**src/rtl/dpra_pkg.sv**
```systemverilog
package dpra_pkg;

    typedef enum logic [1:0] {
        ST_IDLE = 2'd0,
        ST_CPU  = 2'd1,
        ST_RFSH = 2'd2
    } arb_state_e;

    typedef enum logic [1:0] {
        PICK_NONE = 2'd0,
        PICK_A    = 2'd1,
        PICK_B    = 2'd2,
        PICK_RFSH = 2'd3
    } pick_e;

    typedef struct packed {
        logic port_a;
        logic port_b;
        logic rfsh;
    } req_vec_t;

    typedef struct packed {
        logic go_a;
        logic go_b;
        logic go_rf;
    } start_vec_t;

    function automatic int busy_cnt_width(input int acc_cyc, input int rf_cyc);
        int m;
        m = (acc_cyc > rf_cyc) ? acc_cyc : rf_cyc;
        return $clog2(m) + 1;
    endfunction

endpackage

```
**src/rtl/dpra_pick.sv**
```systemverilog
module dpra_pick
    import dpra_pkg::*;
(
    input  req_vec_t reqs,
    input  logic     locked,
    input  logic     owner_b,
    input  logic     turn_b,
    output pick_e    pick
);
    logic owner_req;

    always_comb begin
        owner_req = owner_b ? reqs.port_b : reqs.port_a;
        pick = PICK_NONE;
        if (locked) begin
            if (owner_req) pick = owner_b ? PICK_B : PICK_A;
        end else if (reqs.rfsh) begin
            pick = PICK_RFSH;
        end else if (reqs.port_a && reqs.port_b) begin
            pick = turn_b ? PICK_B : PICK_A;
        end else if (reqs.port_a) begin
            pick = PICK_A;
        end else if (reqs.port_b) begin
            pick = PICK_B;
        end
    end
endmodule

```
**src/rtl/dpra_seq.sv**
```systemverilog
module dpra_seq
    import dpra_pkg::*;
#(
    parameter int ACC_CYC  = 4,
    parameter int RFSH_CYC = 6
) (
    input  logic       clk,
    input  logic       rst,
    input  pick_e      pick,
    output start_vec_t starts,
    output logic       idle,
    output logic       cpu_busy
);
    localparam int CW = busy_cnt_width(ACC_CYC, RFSH_CYC);
    localparam logic [CW-1:0] ACC_LOAD = CW'(ACC_CYC - 1);
    localparam logic [CW-1:0] RF_LOAD  = CW'(RFSH_CYC - 1);

    arb_state_e    state;
    logic [CW-1:0] remain;

    assign idle     = (state == ST_IDLE);
    assign cpu_busy = (state == ST_CPU);

    always_ff @(posedge clk) begin
        if (rst) begin
            state  <= ST_IDLE;
            remain <= '0;
            starts <= '0;
        end else begin
            starts <= '0;
            case (state)
                ST_IDLE: begin
                    case (pick)
                        PICK_A: begin
                            state       <= ST_CPU;
                            remain      <= ACC_LOAD;
                            starts.go_a <= 1'b1;
                        end
                        PICK_B: begin
                            state       <= ST_CPU;
                            remain      <= ACC_LOAD;
                            starts.go_b <= 1'b1;
                        end
                        PICK_RFSH: begin
                            state        <= ST_RFSH;
                            remain       <= RF_LOAD;
                            starts.go_rf <= 1'b1;
                        end
                        default: ;
                    endcase
                end
                ST_CPU, ST_RFSH: begin
                    if (remain == '0) state <= ST_IDLE;
                    else              remain <= remain - 1'b1;
                end
                default: state <= ST_IDLE;
            endcase
        end
    end


    single_start_chk: assert property (@(posedge clk) disable iff (rst)
        $onehot0({starts.go_a, starts.go_b, starts.go_rf}));


    start_gap_chk: assert property (@(posedge clk) disable iff (rst)
        (starts.go_a || starts.go_b || starts.go_rf) |=>
            !(starts.go_a || starts.go_b || starts.go_rf));
endmodule

```
**src/rtl/dpra_lock.sv**
```systemverilog
module dpra_lock (
    input  logic clk,
    input  logic rst,
    input  logic lock,
    input  logic cpu_launch,
    output logic lock_active
);
    always_ff @(posedge clk) begin
        if (rst) lock_active <= 1'b0;
        else     lock_active <= lock && (lock_active || cpu_launch);
    end


    lock_release_chk: assert property (@(posedge clk) disable iff (rst)
        !lock |=> !lock_active);
endmodule

```
**src/rtl/dpra_top.sv**
```systemverilog
module dpra_top
    import dpra_pkg::*;
#(
    parameter int ACC_CYC  = 4,
    parameter int RFSH_CYC = 6
) (
    input  logic clk,
    input  logic rst,
    input  logic req_a,
    input  logic req_b,
    input  logic rfsh_req,
    input  logic lock,
    output logic grant_b,
    output logic start_a,
    output logic start_b,
    output logic rfsh_start,
    output logic ack_b,
    output logic wait_a
);
    req_vec_t   reqs;
    pick_e      pick;
    start_vec_t starts;
    logic       idle;
    logic       cpu_busy;
    logic       lock_active;
    logic       locked;
    logic       turn_b;
    logic       launch_a;
    logic       launch_b;

    assign reqs     = '{port_a: req_a, port_b: req_b, rfsh: rfsh_req};
    assign locked   = lock_active && lock;
    assign launch_a = idle && (pick == PICK_A);
    assign launch_b = idle && (pick == PICK_B);

    dpra_pick u_pick (
        .reqs    (reqs),
        .locked  (locked),
        .owner_b (grant_b),
        .turn_b  (turn_b),
        .pick    (pick)
    );

    dpra_seq #(.ACC_CYC(ACC_CYC), .RFSH_CYC(RFSH_CYC)) u_seq (
        .clk      (clk),
        .rst      (rst),
        .pick     (pick),
        .starts   (starts),
        .idle     (idle),
        .cpu_busy (cpu_busy)
    );

    dpra_lock u_lock (
        .clk         (clk),
        .rst         (rst),
        .lock        (lock),
        .cpu_launch  (launch_a || launch_b),
        .lock_active (lock_active)
    );

    always_ff @(posedge clk) begin
        if (rst) begin
            grant_b <= 1'b0;
            turn_b  <= 1'b0;
            ack_b   <= 1'b0;
        end else begin
            ack_b <= starts.go_b;
            if (launch_a) begin
                grant_b <= 1'b0;
                turn_b  <= 1'b1;
            end else if (launch_b) begin
                grant_b <= 1'b1;
                turn_b  <= 1'b0;
            end
        end
    end

    assign start_a    = starts.go_a;
    assign start_b    = starts.go_b;
    assign rfsh_start = starts.go_rf;
    assign wait_a     = req_a && !(cpu_busy && !grant_b);


    grant_move_chk: assert property (@(posedge clk) disable iff (rst)
        !$stable(grant_b) |-> (start_a || start_b));


    ack_follow_chk: assert property (@(posedge clk) disable iff (rst)
        start_b |=> ack_b);


    ack_origin_chk: assert property (@(posedge clk) disable iff (rst)
        ack_b |-> $past(start_b));


    lock_no_rfsh_chk: assert property (@(posedge clk) disable iff (rst)
        (lock_active && lock) |=> !rfsh_start);


    lock_no_intruder_chk: assert property (@(posedge clk) disable iff (rst)
        (lock_active && lock && !grant_b) |=> !start_b);
endmodule

```
**config.mk**
```make
export PLATFORM = sky130hd
export DESIGN_NAME = dpra_top
export DESIGN_NICKNAME = d
export VERILOG_FILES = /design/src/rtl/dpra_pkg.sv /design/src/rtl/dpra_pick.sv /design/src/rtl/dpra_seq.sv /design/src/rtl/dpra_lock.sv /design/src/rtl/dpra_top.sv
export SDC_FILE = /design/constraint.sdc
export NUM_CORES = 1
export LEC_CHECK = 0
export ABC_AREA = 1
export BUFFER_PORTS_ARGS = -buffer_cell sky130_fd_sc_hd__buf_2
export CORE_MARGIN = 2
export CORE_UTILIZATION = 35
export CTS_CLUSTER_DIAMETER = 50
export DETAILED_ROUTE_END_ITERATION = 10
export GPL_ROUTABILITY_DRIVEN = 1
export PLACE_DENSITY = 0.64
export SETUP_SLACK_MARGIN = 0.2
export SLEW_MARGIN = 20
export SYNTH_ARGS = -nofsm -noshare
export SYNTH_HDL_FRONTEND = slang
export SYNTH_HIERARCHICAL = 1
export SYNTH_SLANG_ARGS = --single-unit
```
**constraint.sdc**
```tcl
create_clock -name clk -period 3.1 [get_ports clk]
set_clock_uncertainty 0.2 [all_clocks]
set_input_delay 0.31 -clock clk [delete_from_list [all_inputs] [get_ports clk]]
set_output_delay 0.31 -clock clk [all_outputs]
set_load 0.02 [all_outputs]
```
* Yosys cells after proc, flatten, opt, wreduce, memory -nomap -nowiden
Index checks and enable logic that the tools add are counted.
** Cells by class
- Add/subtract/negate cells :: 1
- Equality and inequality tests :: 8
- Multiplexer cells :: 20
- Bitwise logic cells :: 1
- Reductions and logical operators :: 21
** Operator list (number)
- $mux 2 :: 9
- $pmux 4 s2 :: 2
- $pmux 2 s2 :: 2
- $reduce_or 2->1 :: 4
- $logic_and 1x1->1 :: 7
- $eq 2x2->1 const B :: 3
- $mux 1 :: 6
- $eq 2x1->1 const B :: 2
- $logic_not 4->1 :: 1
- $mux 4 :: 1
- $reduce_bool 2->1 :: 2
- $sub 4x1->4 const B :: 1
- $ne 3x2->1 const B :: 1
- $reduce_and 3->1 :: 1
- $logic_not 1->1 :: 2
- $logic_not 2->1 :: 1
- $logic_or 1x1->1 :: 2
- $ne 2x1->1 const B :: 1
- $ne 2x2->1 const B :: 1
- $reduce_and 2->1 :: 1
- $not 1->1 :: 1
** Storage, ports and cells
- Register bits after elaboration :: 13
- Input port bits :: 6
- Output and inout bits :: 6
- Logic and storage cells :: 60

* Logic depth before layout (Yosys ltp)
Gate-level depths: netlist (run 1).
- Depth in word-level cells :: 10
- Depth in mapped cells :: 13
- Depth with buffers taken out :: 13

* Hierarchy
Netlist (run 1), hierarchy kept.
** By module, submodules not included
- dpra_seq :: instances 1, cells each 78, area each 528.0 µm², sequential area each 180.2 µm²
- dpra_top :: instances 1, cells each 19, area each 148.9 µm², sequential area each 60.1 µm²
- dpra_pick :: instances 1, cells each 16, area each 63.8 µm², sequential area each 0.0 µm²
- dpra_lock :: instances 1, cells each 5, area each 35.0 µm², sequential area each 20.0 µm²

* Worst setup path before layout (run 1)
Ideal clock, no wire load.
- Kind :: flip-flop to flip-flop
- Start :: register u_lock.lock_active
- End :: register u_seq.remain[3]
- Library setup time :: 0.113 ns
- Arrival time :: 1.434 ns
- Required time :: 2.787 ns
- Path slack :: 1.353 ns
- Stages on the path, launching flop included :: 13
- Buffers on the path :: 0
- Period minus slack after synthesis :: 1.747 ns
- Path through :: dfxtp_1 > nand2_1 > inv_1 > inv_2 > nand2_1 > nand3_1 > nand2_1 > inv_1 > ha_1 > nand3_2 > nand3_4 > nor2_1 > nor2_1
** On the way
- Cells in the longest elaborated chain, start to end :: 6
- Elaborated cells on any way between the ends :: 8
- Classes of those cells :: 4 x eq/ne; 1 x mux; 3 x reduce/logical
** RTL lines
- start, declared :: RTL line dpra_lock.sv:6 : output logic lock_active
- start signal, assigned :: RTL line dpra_lock.sv:10 : else lock_active <= lock && (lock_active || cpu_launch);
- $logic_and 1x1->1 (*) :: RTL line dpra_top.sv:32 : assign locked = lock_active && lock;
- named net locked :: RTL line dpra_top.sv:26 : logic locked;
- $mux 2 (*) :: RTL line dpra_pick.sv:15 : if (locked) begin
- named net pick[0] :: RTL line dpra_top.sv:21 : pick_e pick;
- $eq 2x1->1 or $eq 2x2->1 (tied branches) :: RTL line dpra_seq.sv:33 : case (pick)
- $reduce_or 2->1 (no source line)
- $ne 3x2->1 (no source line) (*)
- $reduce_and 3->1 (no source line) (*)
- end signal, assigned :: RTL line dpra_seq.sv:54 : else remain <= remain - 1'b1;
- end, declared :: RTL line dpra_seq.sv:19 : logic [CW-1:0] remain;
The timed path passes the listed nets; every way through them passes the cells marked *.
A chain may end at the register's enable or synchronous reset.

* Worst setup path after layout (run 1)
- Start :: register u_lock.lock_active
- End :: register u_seq.remain[0]
Same word-level chain as after synthesis.

==> flow_summary_export.csv, run 1 <==
group,metric,value,unit
die,die_width,51.1,µm
global_routing,use_met2,0.260,
yosys,yosys.area.top_type,"dfxtp_1",
clock_tree,holdBufCountCts,0,
setup_path,crit_type,"reg -> reg",
pwr,p_comb_frac,0.556,
clock_tree,cts_tree,"built",
final_layout,fin_cells,161,
final_layout,drive_above_1_share,0.203,
pwr,p_sw,0.372,mW
setup_path,path_max_fanout,7,
placement,io_buffers,11,
setup_path,r2r-start,"u_lock/lock_active",
timing,setup-tns-final,0,ps
setup_path,crit_start,"u_lock/lock_active",
pwr,clkPwrFrac,0.139,
yosys,synth_area,776,µm²
routing,routed_via_density,4.40,
global_routing,antenna_found_initial,0,
global_routing,grt-busiest-layer,"met2",
clock_tree,post_cts_resized,0,
global_routing,grt_max_degree,8,
die,pin_count,12,
placement,post-dp-hpwl,1.15,mm
pwr,seqPwrFrac,0.305,
die,die-height,51.1,µm
setup_path,crit_arrival,1910,ps
yosys,netlist_instances,118,
routing,drt_iter0_drc,14,
worst_hold_path,worstHoldPathType,"in -> reg",
clock_tree,clock-sinks,13,
global_routing,grt_usage,0.140,
clock_tree,postCtsSetupRepairBufs,0,
timing,hold_violations,0,
yosys,synth_nets,130,
routing,ant_nets,0,
global_routing,grt_remaining_overflow,0,
yosys,synth.yosys.seq_area_share,0.335,
timing,tightest_slew,226,ps
placement,dpl.cell_count,157,
final_layout,utilization,0.415,
yosys,yosys_warnings,6,
final_layout,nets,146,
flow_run,drv_cap,0,
clock_tree,clk_path_buf_depth,2,
timing,max-slew-margin-rel,0.849,
routing,drc_errors,0,
timing,rsz0062_at_grt,"no",
die,start_util,0.361,
routing,drt_first_pass_iters,4,
clock_tree,insertion_delay,280,ps
routing,wl_per_cell,9.18,µm
final_layout,layout.area.seq,260,µm²
setup_path,crit_chain,"nand2_1 > inv_1 > inv_2 > nand2_1 > nand3_1 > nand2_1 > inv_1 > ha_1 > nand3_2 > nand3_4 > nand2_1 > nand3_1 > inv_1",
yosys,ys_seq_elements,13,
yosys,synthTopCellsByArea,"dfxtp_1 34%, nand2_1 16%, inv_1 11%, ha_1 9.7%, nor2_1 8.2%",
final_layout,multi_input_area,409,µm²
setup_path,cp.required,3090,ps
setup_path,slowest_stage,"dfxtp_1",
pwr,p_per_area,892,nW/µm²
setup_path,startpoint_type,"register",
timing,final.min_clock_period,1920,ps
timing,max_freq,520,MHz
global_routing,use_met1,0.150,
yosys,syn_avg_cell_area,6.57,µm²
pwr,internal_power,0.425,mW
die,die-area,2610,µm²
setup_path,slowest_delay,340,ps
timing,maxSlewViolCount,0,
routing,routed_wirelength,1.48,mm
clock_tree,path_clk_slew,90,ps
final_layout,antenna_cells,0,
placement,gp_congestion,0.765,
yosys,yosysUniqueCellTypes,17,
clock_tree,cts_max_level,1,
final_layout,area_growth,15.0,%
pwr,swShare,0.467,
pwr,p_leak,0.505,nW
setup_path,cp_num_buf_inv,4,
setup_path,cp_common_cell,"nand2_1",
timing,finalCritPeriodShare,0.620,
die,core_area,2150,µm²
setup_path,crit_family,"simple AND/OR/NAND/NOR gates",
die,rows,17,
final_layout,fillCellCount,233,
routing,vias,708,
clock_tree,cts_made_buffers,3,
pwr,peakVddDrop,0.000487,V
global_routing,grt_pass1_wl,2.75,mm
clock_tree,root_buffer,"clkbuf_4",
global_routing,grt_pass1_vias,697,
timing,setup_viol,0,
global_routing,grt_use_met3,0.0526,
yosys,yosysTopAreaCellShare,0.335,
outcome,outcome,"finished clean",
worst_hold_path,holdCritStartpoint,"rst",
setup_path,cp-end-kind,"register",
[cell type report]
class / instances / area share
inverters: 28 / 0.119
well taps: 28 / 0.0393
multi-input cells: 77 / 0.459
repair buffers: 11 / 0.0617
clock buffers: 4 / 0.0295
flip-flops and latches: 13 / 0.292
[kinds of logic (layout without fill, tap and decap cells)]
| logic type | Yosys count | count (layout) | synth area share |
|---|---|---|---|
| and+or+nand+nor | 64 | 64 | 0.373 |
| buffers and inverters | 28 | 43 | 0.137 |
| DFF | 13 | 13 | 0.335 |
| AOI/OAI and AO/OA | 7 | 7 | 0.0581 |
| adders and majority gates | 6 | 6 | 0.0968 |
[registers in the layout, indices dropped and copies added, names as in the netlist]
register,flops
u_seq/starts,3
u_lock/lock_active,1
ack_b,1
grant_b,1
u_seq/remain,4
turn_b,1
u_seq/state,2
[placed cells by master (no fill, tap or decap), drive strengths merged]
cell type  count
a21oi          4
inv           27
clkinv         1
dfxtp         13
nor2          17
nand3         11
nand2         35
nand4          1
o21ai          2
clkbuf         4
buf           11
a21boi         1
ha             6
[per-stage QoR]
step | setup WS (ps) | power [mW] | hold WS (ps) | area [µm²]
6_report | 1180 | 0.796 | 65.0 | 892
5_1_grt | 975 | 0.894 | 78.1 | 892
3_5_place_dp | 1110 | 0.688 | 213 | 866
2_1_floorplan | 1350 | 0.605 | 172 | 776
3_3_place_gp | 1180 | 0.680 | 204 | 866
4_1_cts | 1170 | 0.806 | 59.8 | 892
[worst paths after layout]
kind / end / slack, ps / depth (start not counted)
setup / recovery: u_seq/remain[0] / 1180 / 13
hold / removal: turn_b / 70 / 2
hold reg to reg: ack_b / 220 / 2
setup reg to reg: u_seq/remain[0] / 1180 / 13
[power groups by stage]
stage,combinational (mW),sequential (mW),clock (mW)
floorplan,0.351,0.254,0
global placement,0.436,0.244,0
detailed placement,0.441,0.247,0
CTS,0.449,0.243,0.114
global route,0.526,0.248,0.120
finish,0.442,0.243,0.111
[cells in the mapped netlist]
cell type,n
inv_1,23
nand2_2,2
clkinv_2,1
dfxtp_1,13
nor2_1,17
inv_2,4
nand2_1,33
o21ai_0,1
a21boi_0,1
a21oi_1,2
nand3_4,1
ha_1,6
nand3_1,7
a21oi_2,2
o21ai_1,1
nand4_1,1
nand3_2,3
[per-layer routing]
| layer | share of wire | vias up | wire [µm] |
|---|---|---|---|
| met5 | 0 | - | 0 |
| met4 | 0 | 0 | 0 |
| met3 | 0.045 | 0 | 66 |
| met2 | 0.53 | 12 | 782 |
| met1 | 0.42 | 314 | 628 |
| li1 | - | 382 | - |
Power figures use the tool's default switching activity.
==> inputs of run 2 (changes only) <==
- clock period: 3.1 -> 2 ns (I/O delays scaled with it)
==> run 2 against run 1 <==
Compared with the run above: die area is the same; sequential cell count unchanged; fmax grew 9.3%; design area rose by 16%; cell count increased by 4.3%; sequential power up 55%; worst hold slack gained 160 ps; worst setup slack worse by 940 ps; first-iteration DRC count fell by 21%; routed wire length is 15% higher; register-to-register slack got worse by 940 ps; core utilization up 6.5 points; critical path type unchanged; critical endpoint is now u_seq/remain[3]; largest cell class unchanged.
==> flow_summary_export.csv, run 2 (synthesis results as in run 1) <==
group,metric,value,unit
outcome,outcome,"finished clean",
setup_path,crit_chain,"nand2_2 > inv_4 > inv_4 > nand2_2 > nand3_2 > nand2_4 > inv_2 > ha_4 > nand3_4 > nand3_4 > nand2_1 > nand2_1 > nor2_1",
worst_hold_path,holdCritStartpoint,"u_seq/starts[1]",
clock_tree,cts_made_buffers,3,
setup_path,r2r_slack,240,ps
setup_path,startpoint_type,"register",
global_routing,grt_pass1_wl,2.89,mm
global_routing,grt_pass1_vias,731,
setup_path,r2r-start,"u_lock/lock_active",
final_layout,top_register,"u_seq/remain",
final_layout,largest_register_ffs,4,
timing,setup-tns-final,0,ps
setup_path,slowest_stage,"dfxtp_2",
placement,placed_area,866,µm²
placement,dpl.cell_count,157,
clock_tree,cts_tree,"built",
clock_tree,clk_path_buf_depth,2,
placement,gp_congestion,0.798,
global_routing,antenna_found_initial,0,
worst_hold_path,worstHoldPathType,"reg -> reg",
timing,tightest_slew,280,ps
pwr,p_per_area,1300,nW/µm²
placement,preCtsSetupSlack,125,ps
routing,ant_nets,0,
flow_run,drv_cap,0,
global_routing,grt_usage,0.148,
pwr,p_total,1.34,mW
clock_tree,clock-sinks,13,
routing,routed_wirelength,1.71,mm
timing,final.min_clock_period,1760,ps
final_layout,final_common_cell,"nand2_1",
setup_path,cp-end-kind,"register",
timing,max_freq,568,MHz
worst_hold_path,hold-path-cell-count,2,
timing,maxSlewViolCount,0,
pwr,p_sw,0.628,mW
pwr,peakVddDrop,0.000635,V
die,pin_count,12,
pwr,clkPwrFrac,0.125,
final_layout,fillCellCount,226,
pwr,swShare,0.469,
timing,setup_viol,0,
timing,rsz0062_at_grt,"yes",
final_layout,area_growth,33.1,%
setup_path,path_max_fanout,7,
global_routing,grt_remaining_overflow,0,
timing,finalCritPeriodShare,0.880,
final_layout,nets,153,
pwr,seqPwrFrac,0.282,
clock_tree,path_clk_slew,80,ps
routing,drc_errors,0,
timing,hold_violations,0,
pwr,internal_power,0.710,mW
clock_tree,cts_max_level,1,
setup_path,slowest_delay,340,ps
final_layout,drive_above_1_share,0.336,
die,start_util,0.361,
final_layout,fin_cells,168,
pwr,p_comb_frac,0.593,
final_layout,top_regs,"u_seq/remain (4), u_seq/starts (3), u_seq/state (2)",
routing,wl_per_cell,10.1,µm
final_layout,final_area,1030,µm²
clock_tree,root_buffer,"clkbuf_4",
routing,drt_iter0_drc,11,
setup_path,crit_start,"u_lock/lock_active",
final_layout,layout_common_cells,"28 x nand2_1, 21 x inv_1, 15 x nor2_1, 11 x dfxtp_1, 11 x buf_2",
routing,vias,759,
placement,post-dp-hpwl,1.18,mm
setup_path,crit_arrival,1740,ps
pwr,p_leak,0.546,nW
die,die_width,51.1,µm
timing,setup_ws,241,ps
setup_path,rr_endpoint,"u_seq/remain[3]",
die,rows,17,
routing,drt_first_pass_iters,4,
die,die-area,2610,µm²
global_routing,grt_max_degree,8,
final_layout,antenna_cells,0,
setup_path,r2r_cells,13,
timing,max-slew-margin-rel,0.813,
setup_path,cp.required,1980,ps
die,die-height,51.1,µm
die,core_area,2150,µm²
worst_hold_path,holdPathEnd,"ack_b",
routing,routed_via_density,4.52,
placement,io_buffers,11,
clock_tree,insertion_delay,280,ps
setup_path,crit_type,"reg -> reg",
-- run 2: cell types whose count changed in the layout (fill, tap and decap cells not counted), moves of 3 or more --
cell,delta
nand2_1,-5
buf_4,+5
nand2_2,+4
inv_4,+3
-- run 2: worst max-delay path by stage --
stage	slack (ps)	endpoint
after floorplan	250	u_seq/remain[3]
after global routing	140	u_seq/remain[1]
final	240	u_seq/remain[3]
after detailed placement	130	u_seq/remain[3]
after CTS	210	u_seq/remain[3]
after global placement	170	u_seq/remain[0]
-- run 2: through the flow --
stage                     hold WS [ps]  utilization
after floorplan                   62.4            -
after global placement             204        0.403
after detailed placement           217        0.403
after CTS                          223        0.440
after global routing               268        0.480
final                              224        0.480
-- run 2: power groups by stage --
| stage | Clock (mW) | Combinational (mW) | Sequential (mW) |
|---|---|---|---|
| floorplan | 0 | 0.544 | 0.394 |
| finish | 0.168 | 0.793 | 0.377 |
| global placement | 0 | 0.678 | 0.379 |
| global route | 0.186 | 0.898 | 0.387 |
| CTS | 0.174 | 0.718 | 0.377 |
| detailed placement | 0 | 0.691 | 0.382 |
-- run 2: layout make-up --
| class | count | area, µm² | share of cell area |
|---|---|---|---|
| multi-input cells | 77 | 482 | 0.467 |
| flip-flops and latches | 13 | 263 | 0.255 |
| inverters | 28 | 114 | 0.110 |
| repair buffers | 18 | 113 | 0.109 |
| well taps | 28 | 35.0 | 0.0339 |
| clock buffers | 4 | 26.3 | 0.0255 |
-- run 2: what timing repair did --
item                       4_1_cts  5_1_grt
pin swaps                        4        8
hold endpoints to repair         3        0
hold buffers                     2        0
setup buffers                    3        2
resized for setup                5       17
setup endpoints to repair        6        6
-- run 2: critical path: cells and delay by family (launching register included) --
kind                     cells  cell delay (ps)
AND/OR/NAND/NOR              9              690
adder cells (fa/ha/maj)      1              270
buffers and inverters        3              170
flip-flops                   1              340
-- run 2: layer usage --
metal | vias up | part of all wire | wire (µm) | track usage
met1 | 343 | 0.39 | 659 | 0.149
met3 | 5 | 0.045 | 77 | 0.0439
met2 | 13 | 0.55 | 939 | 0.288
met4 | 0 | 0.017 | 29 | 0.0405
li1 | 398 | - | - | -
met5 | - | 0 | 0 | 0
